===== src/rtl/pwm_tmr_pkg.sv =====
package pwm_tmr_pkg;
  // Strobes from control to datapath
  typedef struct packed {
    logic loadAct; // copy buffers into active registers
    logic dec;     // step the down-counter
    logic run;     // channel is running (not stopped, not halted)
  } tmrStrobeT;
endpackage


===== src/rtl/pwm_tmr_ctrl.sv =====
module pwm_tmr_ctrl
  import pwm_tmr_pkg::*;
(
  input  logic      clk,
  input  logic      rst_n,
  input  logic      tickEn,
  input  logic      startCtl,
  input  logic      manualUpd,
  input  logic      autoReload,
  input  logic      cntZero,
  output tmrStrobeT strb,
  output logic      expirePulse
);
  logic halted;
  logic running;
  logic expireNow;

  assign running   = startCtl && !halted;
  assign expireNow = !manualUpd && tickEn && running && cntZero;

  always_comb begin
    strb.run     = running;
    strb.loadAct = manualUpd || (expireNow && autoReload);
    strb.dec     = !manualUpd && tickEn && running && !cntZero;
  end

  always_ff @(posedge clk or negedge rst_n) begin
    if (!rst_n) begin
      halted      <= 1'b0;
      expirePulse <= 1'b0;
    end else begin
      expirePulse <= expireNow;
      if (manualUpd)
        halted <= 1'b0;
      else if (expireNow && !autoReload)
        halted <= 1'b1;
    end
  end
endmodule


===== src/rtl/pwm_tmr_datapath.sv =====
module pwm_tmr_datapath
  import pwm_tmr_pkg::*;
#(
  parameter int CNT_W = 16
) (
  input  logic             clk,
  input  logic             rst_n,
  input  tmrStrobeT        strb,
  input  logic             cntWrEn,
  input  logic [CNT_W-1:0] cntWrData,
  input  logic             cmpWrEn,
  input  logic [CNT_W-1:0] cmpWrData,
  input  logic             invertCtl,
  output logic             cntZero,
  output logic             pwmOut,
  output logic [CNT_W-1:0] cntValue
);
  localparam logic [CNT_W-1:0] ONE = CNT_W'(1);

  logic [CNT_W-1:0] cntBuf, cmpBuf;
  logic [CNT_W-1:0] cntAct, cmpAct;
  logic             activePhase;

  always_ff @(posedge clk or negedge rst_n) begin
    if (!rst_n) begin
      cntBuf <= '0;
      cmpBuf <= '0;
    end else begin
      if (cntWrEn) cntBuf <= cntWrData;
      if (cmpWrEn) cmpBuf <= cmpWrData;
    end
  end

  always_ff @(posedge clk or negedge rst_n) begin
    if (!rst_n) begin
      cntAct <= '0;
      cmpAct <= '0;
    end else if (strb.loadAct) begin
      cntAct <= cntBuf;
      cmpAct <= cmpBuf;
    end else if (strb.dec) begin
      cntAct <= cntAct - ONE;
    end
  end

  assign cntZero     = (cntAct == '0);
  assign activePhase = strb.run && (cntAct <= cmpAct);
  assign pwmOut      = invertCtl ? activePhase : !activePhase;
  assign cntValue    = cntAct;
endmodule


===== src/rtl/pwm_tmr_chan.sv =====
module pwm_tmr_chan
  import pwm_tmr_pkg::*;
#(
  parameter int CNT_W = 16
) (
  input  logic             clk,
  input  logic             rst_n,
  input  logic             tickEn,
  input  logic             cntWrEn,
  input  logic [CNT_W-1:0] cntWrData,
  input  logic             cmpWrEn,
  input  logic [CNT_W-1:0] cmpWrData,
  input  logic             startCtl,
  input  logic             manualUpd,
  input  logic             invertCtl,
  input  logic             autoReload,
  output logic             pwmOut,
  output logic             expirePulse,
  output logic [CNT_W-1:0] cntValue
);
  tmrStrobeT strb;
  logic      cntZero;

  pwm_tmr_ctrl u_ctrl (
    .clk(clk), .rst_n(rst_n), .tickEn(tickEn), .startCtl(startCtl),
    .manualUpd(manualUpd), .autoReload(autoReload), .cntZero(cntZero),
    .strb(strb), .expirePulse(expirePulse)
  );

  pwm_tmr_datapath #(.CNT_W(CNT_W)) u_dp (
    .clk(clk), .rst_n(rst_n), .strb(strb),
    .cntWrEn(cntWrEn), .cntWrData(cntWrData),
    .cmpWrEn(cmpWrEn), .cmpWrData(cmpWrData),
    .invertCtl(invertCtl), .cntZero(cntZero),
    .pwmOut(pwmOut), .cntValue(cntValue)
  );
endmodule


===== config.mk =====
export PLATFORM = sky130hd
export DESIGN_NAME = pwm_tmr_chan
export DESIGN_NICKNAME = d
export VERILOG_FILES = /design/src/rtl/pwm_tmr_pkg.sv /design/src/rtl/pwm_tmr_ctrl.sv /design/src/rtl/pwm_tmr_datapath.sv /design/src/rtl/pwm_tmr_chan.sv
export SDC_FILE = /design/constraint.sdc
export NUM_CORES = 1
export LEC_CHECK = 0
export BUFFER_PORTS_ARGS = -buffer_cell sky130_fd_sc_hd__buf_2
export CORE_UTILIZATION = 60
export CTS_CLUSTER_DIAMETER = 150
export CTS_CLUSTER_SIZE = 28
export DETAILED_ROUTE_END_ITERATION = 16
export GPL_ROUTABILITY_DRIVEN = 0
export PLACE_DENSITY = 0.85
export SETUP_SLACK_MARGIN = 0.15
export SYNTH_ARGS = -nofsm -noshare
export SYNTH_HDL_FRONTEND = slang
export SYNTH_SLANG_ARGS = --single-unit
export TNS_END_PERCENT = 20

===== constraint.sdc =====
create_clock -name clk -period 6.35 [get_ports clk]
set_input_delay 0.635 -clock clk [delete_from_list [all_inputs] [get_ports clk]]
set_output_delay 0.635 -clock clk [all_outputs]
set_load 0.005 [all_outputs]

==> results_dict.tcl, run 1 <==
set metrics [dict create \
    crit_buf_inv 1 \
    ctsHoldBuffers 0 \
    path_clk_slew_ps 70 \
    wl_per_cell_um 16.75 \
    ys_types 49 \
    io_buffer_count 58 \
    fin_crit_ps 3407 \
    root_buffer "clkbuf_8" \
    via_per_inst 6.014 \
    grt_pass1_vias 2609 \
    fp.dieH_um 76.21 \
    synth_flop_cell "dfrtp_1" \
    die_w_um 76.21 \
    start_util_pct 63.49 \
    cts_made_buffers 9 \
    crit_top_cell "or4_1" \
    fill_cells 384 \
    period_share_pct 53.66 \
    yosysSeqAreaShare_pct 49.98 \
    r2r-start "u_dp.cntValue[5]" \
    ir_drop_v 0.0001940 \
    critPathCaptureType "output port" \
    placed_area_sq_um 3613 \
    cts_max_path_buffers 2 \
    multiInputGateArea_sq_um 1486 \
    antenna_found_initial 0 \
    io_pins 59 \
    ant_nets 0 \
    ys_warn_count 0 \
    hold_violations 0 \
    crit_chain "ha_1, nand4_1, or4_1, or4_1, o31ai_1, xnor2_1, buf_2" \
    drv_slew 0 \
    overflow 0 \
    critPathSlowestCell "or4_1" \
    dp.cells 424 \
    vias 2640 \
    clk_latency_ps 350 \
    met1_usage_pct 39.27 \
    r2r-end "u_dp.cntValue[1]" \
    rrSetupSlack_ps 3800 \
    dieArea_sq_um 5808 \
    cp-start-kind "flip-flop" \
    routed_wl_um 7353 \
    antenna_cells 0 \
    worstSetupPathType "reg2out" \
    p_per_area_nw_per_um2 274.0 \
    finalNonFillerCells 439 \
    cts-htree-levels 3 \
    crit_arrival_ps 2770 \
    design_area_sq_um 3799 \
    post_cts_resized 0 \
    core_area_sq_um 5205 \
    synth_area_sq_um 3304 \
    worst_path_largest_cell_delay_ps 570 \
    drv_cap 0 \
    area_growth_pct 14.96 \
    ys_ff_latch 66 \
    grtUsageMet3_pct 6.826 \
    drive_gt1_share_pct 29.00 \
    syn_area_per_cell_sq_um 10.66 \
    cts_tree "yes" \
    rsz0062_at_grt "false" \
    status "completed" \
    hold_class "in2async" \
    drt-initial-drc-count 374 \
    leakagePower_nw 1.751 \
    syn-num-nets 368 \
    grt_first_pass_wirelength_um 12720 \
    synth_edf_count 0 \
    global_route.usage.met2_pct 42.97 \
    busiest_layer "met2" \
    cp.required_ps 5710 \
    final_core_util_pct 72.98 \
    postCtsSetupBuffers 0 \
    grt_start_max_net_pins 67 \
    fin_nets 423 \
    crit_family "simple AND/OR/NAND/NOR gates" \
    setup_tns_ps 0 \
    drt-pass1-iter-count 5 \
    timing.fmax_ghz 0.2935 \
    route.detailed.drc 0 \
    netlist_instances 310 \
    fin_worst_skew_ps 8.629 \
    async_reset_ff_share_pct 100.0 \
    tightest_slew_ps 822.0 \
    seqCellArea_sq_um 1652 \
    reg2reg_depth 5 \
    clock-sinks 66 \
    cp_max_fo 10 \
    relSlewSlack_pct 45.20 \
    track_usage_pct 28.39 \
    rows 26 \
    hpwlAfterDp_um 5193 \
    setup-violations-final 0 \
]
==> cell type report <==
class,instances,area share [%]
Timing Repair Buffer,59,7.839
Tap cell,70,2.306
Multi-Input combinational cell,205,39.13
Inverter,24,2.372
Clock inverter,3,1.054
Sequential cell,66,43.48
Clock buffer,12,3.821
==> worst max-delay path by stage <==
stage	startpoint	end	slack, ps	cells after the start
after global routing	u_dp.cntValue[13]	pwmOut	2820	7
after detailed placement	u_dp.cntValue[13]	pwmOut	3350	7
after global placement	u_dp.cntValue[13]	pwmOut	3410	7
final	u_dp.cntValue[13]	pwmOut	2940	7
after CTS	u_dp.cntValue[13]	pwmOut	2940	7
after floorplan	u_dp.cntValue[13]	pwmOut	3580	6
==> state kept, by name, summed over array words and instances, names as in the netlist <==
name and count:
u_ctrl.expirePulse 1, u_ctrl.halted 1, u_dp.cmpAct 16, u_dp.cmpBuf 16
u_dp.cntBuf 16, u_dp.cntValue 16
==> metrics by stage <==
stage                     setup slack [ps]  power, mW  hold slack, ps
final                                 2943      1.041           452.2
after global routing                  2823      1.096           512.2
after CTS                             2940      1.043           479.2
after detailed placement              3351     0.7015           465.4
after global placement                3410     0.6900           456.8
after floorplan                       3580     0.6255           339.4
==> cells by family after synthesis <==
logic type,count (synthesis),share of synthesized area [%]
muxes,32,10.87
buffers and inverters,39,5.036
and+or+nand+nor,91,14.12
adders and majority gates,17,6.437
AOI/OAI and AO/OA,60,12.23
DFF,66,49.98
xor gates and xnor gates,5,1.325
==> synthesized netlist by cell type, drive strengths merged (2+ instances only) <==
cell type,count,area (sq um)
dfrtp,66,1652
nand2,35,131.4
mux2,31,349.1
o21ai,25,125.1
inv,24,90.09
ha,17,212.7
nor2,10,37.54
buf,8,47.54
nor3,8,40.04
a21oi,7,35.03
clkbuf,7,28.78
or4,7,52.55
nand3,6,30.03
nand4,6,37.54
nor4,6,43.79
xnor2,5,43.79
a211o,3,27.53
a31oi,3,18.77
o211ai,3,22.52
o311ai,3,26.28
a22oi,2,15.01
a32oi,2,17.52
nand2b,2,12.51
nor2b,2,12.51
nor3b,2,15.01
nor4b,2,17.52
o31ai,2,15.01
or3,2,12.51
==> where the power goes <==
part           total, mW  internal, mW  switching (mW)  leakage (nW)
sequential         0.510         0.466          0.0439         0.792
clock              0.343         0.189           0.154        0.0962
combinational      0.188        0.0865           0.101         0.863
total               1.04         0.742           0.299          1.75
==> metal layers <==
metal | wire (um) | vias to the layer above
met5 | 0 | -
met4 | 153 | 0
met3 | 521 | 22
met2 | 3460 | 110
met1 | 3218 | 1278
li1 | - | 1230
==> placed cells by master, fill, tap and decap left out, drive strengths merged, types with 2 or more instances in the layout <==
cell	instances
nor4b	2
or4	7
dfrtp	66
inv	24
nor2	10
clkinv	2
nand2b	2
o21ai	25
o211ai	3
or3	2
a211o	3
ha	17
a22oi	2
nand3	6
mux2	31
buf	59
a21oi	7
a32oi	2
nand2	35
o31ai	2
nand4	6
a31oi	3
nor2b	2
o311ai	3
xnor2	5
clkbuf	12
nor3b	2
nor4	6
nor3	8
==> worst register-to-register path, stage by stage (launching register included) <==
cell and delay, ps:
dfrtp_1 470, nor4_2 630, and4_1 540, a31o_4 540, a22oi_1 170, o21ai_0 110
Power figures use the tool's default switching activity.
==> inputs of run 2 (changes only) <==
ABC_AREA = 1   (was unset)
CORE_UTILIZATION = 51   (was 60)
PLACE_DENSITY = 0.76   (was 0.85)
clock period = 3.05 ns   (was 6.35 ns; I/O delays follow)
==> run 2 against run 1 <==
  * The run now ends with hold timing left
  * Critical path depth increased by 5
  * Synthesized cell count increased by 18%
  * Routed wire length decreased by 3.8%
  * Largest cell class is now multi-input combinational cells
  * Die area increased by 29%
==> results_dict.tcl, run 2 <==
set metrics [dict create \
    violations "hold timing" \
    core_area_sq_um 6869 \
    track_usage_pct 21.95 \
    yosysSeqAreaShare_pct 45.25 \
    setup_tns_ps 0 \
    dieArea_sq_um 7499 \
    fin_crit_ps 2280 \
    vias 2619 \
    antenna_cells 0 \
    fill_cells 609 \
    io_buffer_count 58 \
    routed_wl_um 7074 \
    netlist_instances 366 \
    synth_top_area_cell "dfrtp_1" \
    hold_violations 22 \
    crit_buf_inv 1 \
    r2r-end "u_dp.cntValue[0]" \
    via_per_inst 4.979 \
    leakagePower_nw 2.110 \
    ys_ff_latch 66 \
    yosysMostFrequentCell "dfrtp_1" \
    rows 30 \
    final_cell_mix "dfrtp_1 (66), buf_2 (58), nand2_1 (57)" \
    finalNonFillerCells 526 \
    reg2reg_depth 11 \
    critPathCaptureType "output port" \
    period_share_pct 74.74 \
    clock-sinks 66 \
    ys_types 34 \
    fin_worst_skew_ps 8.139 \
    worst_path_largest_cell_delay_ps 480 \
    hpwlAfterDp_um 5333 \
    ys_warn_count 0 \
    cp-start-kind "flip-flop" \
    wl_per_cell_um 13.45 \
    synth_area_sq_um 3650 \
    syn_area_per_cell_sq_um 9.972 \
    start_util_pct 53.13 \
    area_growth_pct 14.50 \
    netlist.area_leader.share_pct 45.25 \
    drv_slew 0 \
    multiInputGateArea_sq_um 1733 \
    r2r-start "u_dp.cntValue[0]" \
    io_pins 59 \
    grt_first_pass_wirelength_um 12320 \
    rsz0062_at_grt "false" \
    postCtsSetupBuffers 0 \
    cts_tree "yes" \
    fin_nets 484 \
    synth_flop_cell "dfrtp_1" \
    crit_family "simple AND/OR/NAND/NOR gates" \
    path_clk_slew_ps 70 \
    timing.fmax_ghz 0.4387 \
    async_reset_ff_share_pct 100.0 \
    overflow 0 \
    synthTopCellsByArea "dfrtp_1 (45%), mux2_2 (8.9%), nand2_1 (5.9%)" \
    synth_edf_count 0 \
    drive_gt1_share_pct 39.07 \
    ir_drop_v 0.0003530 \
    crit_arrival_ps 1970 \
    p_per_area_nw_per_um2 564.5 \
    cts_made_buffers 9 \
    ant_nets 0 \
    syn-num-nets 424 \
    cts_max_path_buffers 2 \
    seqPwrFrac_pct 45.3 \
    worstSetupPathType "reg2out" \
    switching_share_pct 28.46 \
    p_int_mw 1.688 \
    relSlewSlack_pct 56.46 \
    root_buffer "clkbuf_8" \
    clk_latency_ps 340 \
    die_w_um 86.60 \
    tightest_slew_ps 653.2 \
    clkPwrFrac_pct 34.4 \
    crit_top_cell "nand2_1" \
    critPathSlowestCell "dfrtp_1" \
    synth_commonest_cells "dfrtp_1 (66), nand2_1 (57), inv_1 (36), mux2_2 (29), nand2_2 (27)" \
    hold_slack_ps -11.34 \
    cp.required_ps 2740 \
    rrSetupSlack_ps 920 \
    drv_cap 0 \
    grt_start_max_net_pins 46 \
    final_common_cell "dfrtp_1" \
    post_cts_resized 0 \
    antenna_found_initial 0 \
    cp_max_fo 6 \
    route.detailed.drc 0 \
    cts-htree-levels 3 \
    dp.cells 511 \
    hold_class "in2async" \
    crit_chain "ha_1, nand2_1, nor2_1, nand2_1, nand2_1, nand2_1, nand2_1, nand2_1, nand2_1, nand2_1, nand2_1, buf_2" \
    ctsHoldBuffers 0 \
    setup-violations-final 0 \
    combinationalPowerShare_pct 20.4 \
    drt-initial-drc-count 148 \
    seqCellArea_sq_um 1652 \
    fp.dieH_um 86.60 \
    grt_pass1_vias 2618 \
    status "finished, violations left" \
    drt-pass1-iter-count 4 \
    netSwitchingPower_uw 671.3 \
]
[run 2: area by class of cell]
type / count / area share [%]
clock buffers: 13 / 3.802
repair buffers: 60 / 7.305
flip-flops and latches: 66 / 39.52
clock inverters: 2 / 1.437
well taps: 96 / 2.874
multi-input cells: 249 / 41.47
inverters: 40 / 3.593
[run 2: how the worst max path moves through the flow]
stage / from / endpoint / slack [ps] / cells past startpoint
finish: u_dp.cntValue[7] / pwmOut / 770 / 12
global route: u_dp.cntValue[7] / pwmOut / 470 / 12
CTS: u_dp.cntValue[7] / pwmOut / 740 / 12
detailed placement: u_dp.cntValue[0] / u_dp.cntValue[0] / 930 / 11
global placement: u_dp.cntValue[0] / u_dp.cntValue[0] / 1020 / 11
floorplan: u_dp.cntValue[0] / u_dp.cntValue[8] / 1330 / 10
[run 2: worst register-to-register path: stages, from the launching register on]
cell	delay, ps
dfrtp_1	390
inv_1	140
ha_1	260
nand3_2	150
nor2_4	200
nand2_4	100
nand2_2	260
inv_2	210
nor2_1	120
o21ai_0	80
nand2_1	90
inv_1	40
[run 2: kinds of logic (layout without fill, tap and decap cells)]
family	count (synthesis)	count (layout)	share of synthesized area, %
flops	66	66	45.25
compound gates	32	32	6.068
buf+inv	51	115	7.268
xor+xnor	11	11	2.640
simple gates	160	160	24.00
fa+ha+maj	17	17	5.828
mux	29	29	8.947
[run 2: stage by stage]
stage	hold slack, ps	cell area [sq um]	total power, mW	worst slack [ps]	utilization [%]
2_1_floorplan	9.409	3650	1.410	1331	-
3_3_place_gp	360.3	3960	1.544	1016	57.65
3_5_place_dp	372.8	3960	1.566	933.3	57.65
4_1_cts	1.550	4179	2.385	736.0	60.84
5_1_grt	29.74	4179	2.506	468.1	60.84
6_report	-11.34	4179	2.359	770.3	60.84
[run 2: power groups by stage]
stage / Clock [mW] / Combinational, mW / Sequential [mW]
2_1_floorplan: 0 / 0.350 / 1.06
3_3_place_gp: 0 / 0.465 / 1.08
3_5_place_dp: 0 / 0.482 / 1.08
4_1_cts: 0.830 / 0.486 / 1.07
5_1_grt: 0.873 / 0.552 / 1.08
6_report: 0.811 / 0.481 / 1.07
[run 2: routing by layer]
metal  part of all wire [%]  vias to the layer above  wire (um)  track usage, %
met1                     45                     1220       3195           28.26
met2                     48                       65       3375           34.63
met5                      0                        -          0               0
li1                       -                     1318          -               -
met4                    2.2                        0        158           8.788
met3                    4.9                       16        344           6.857
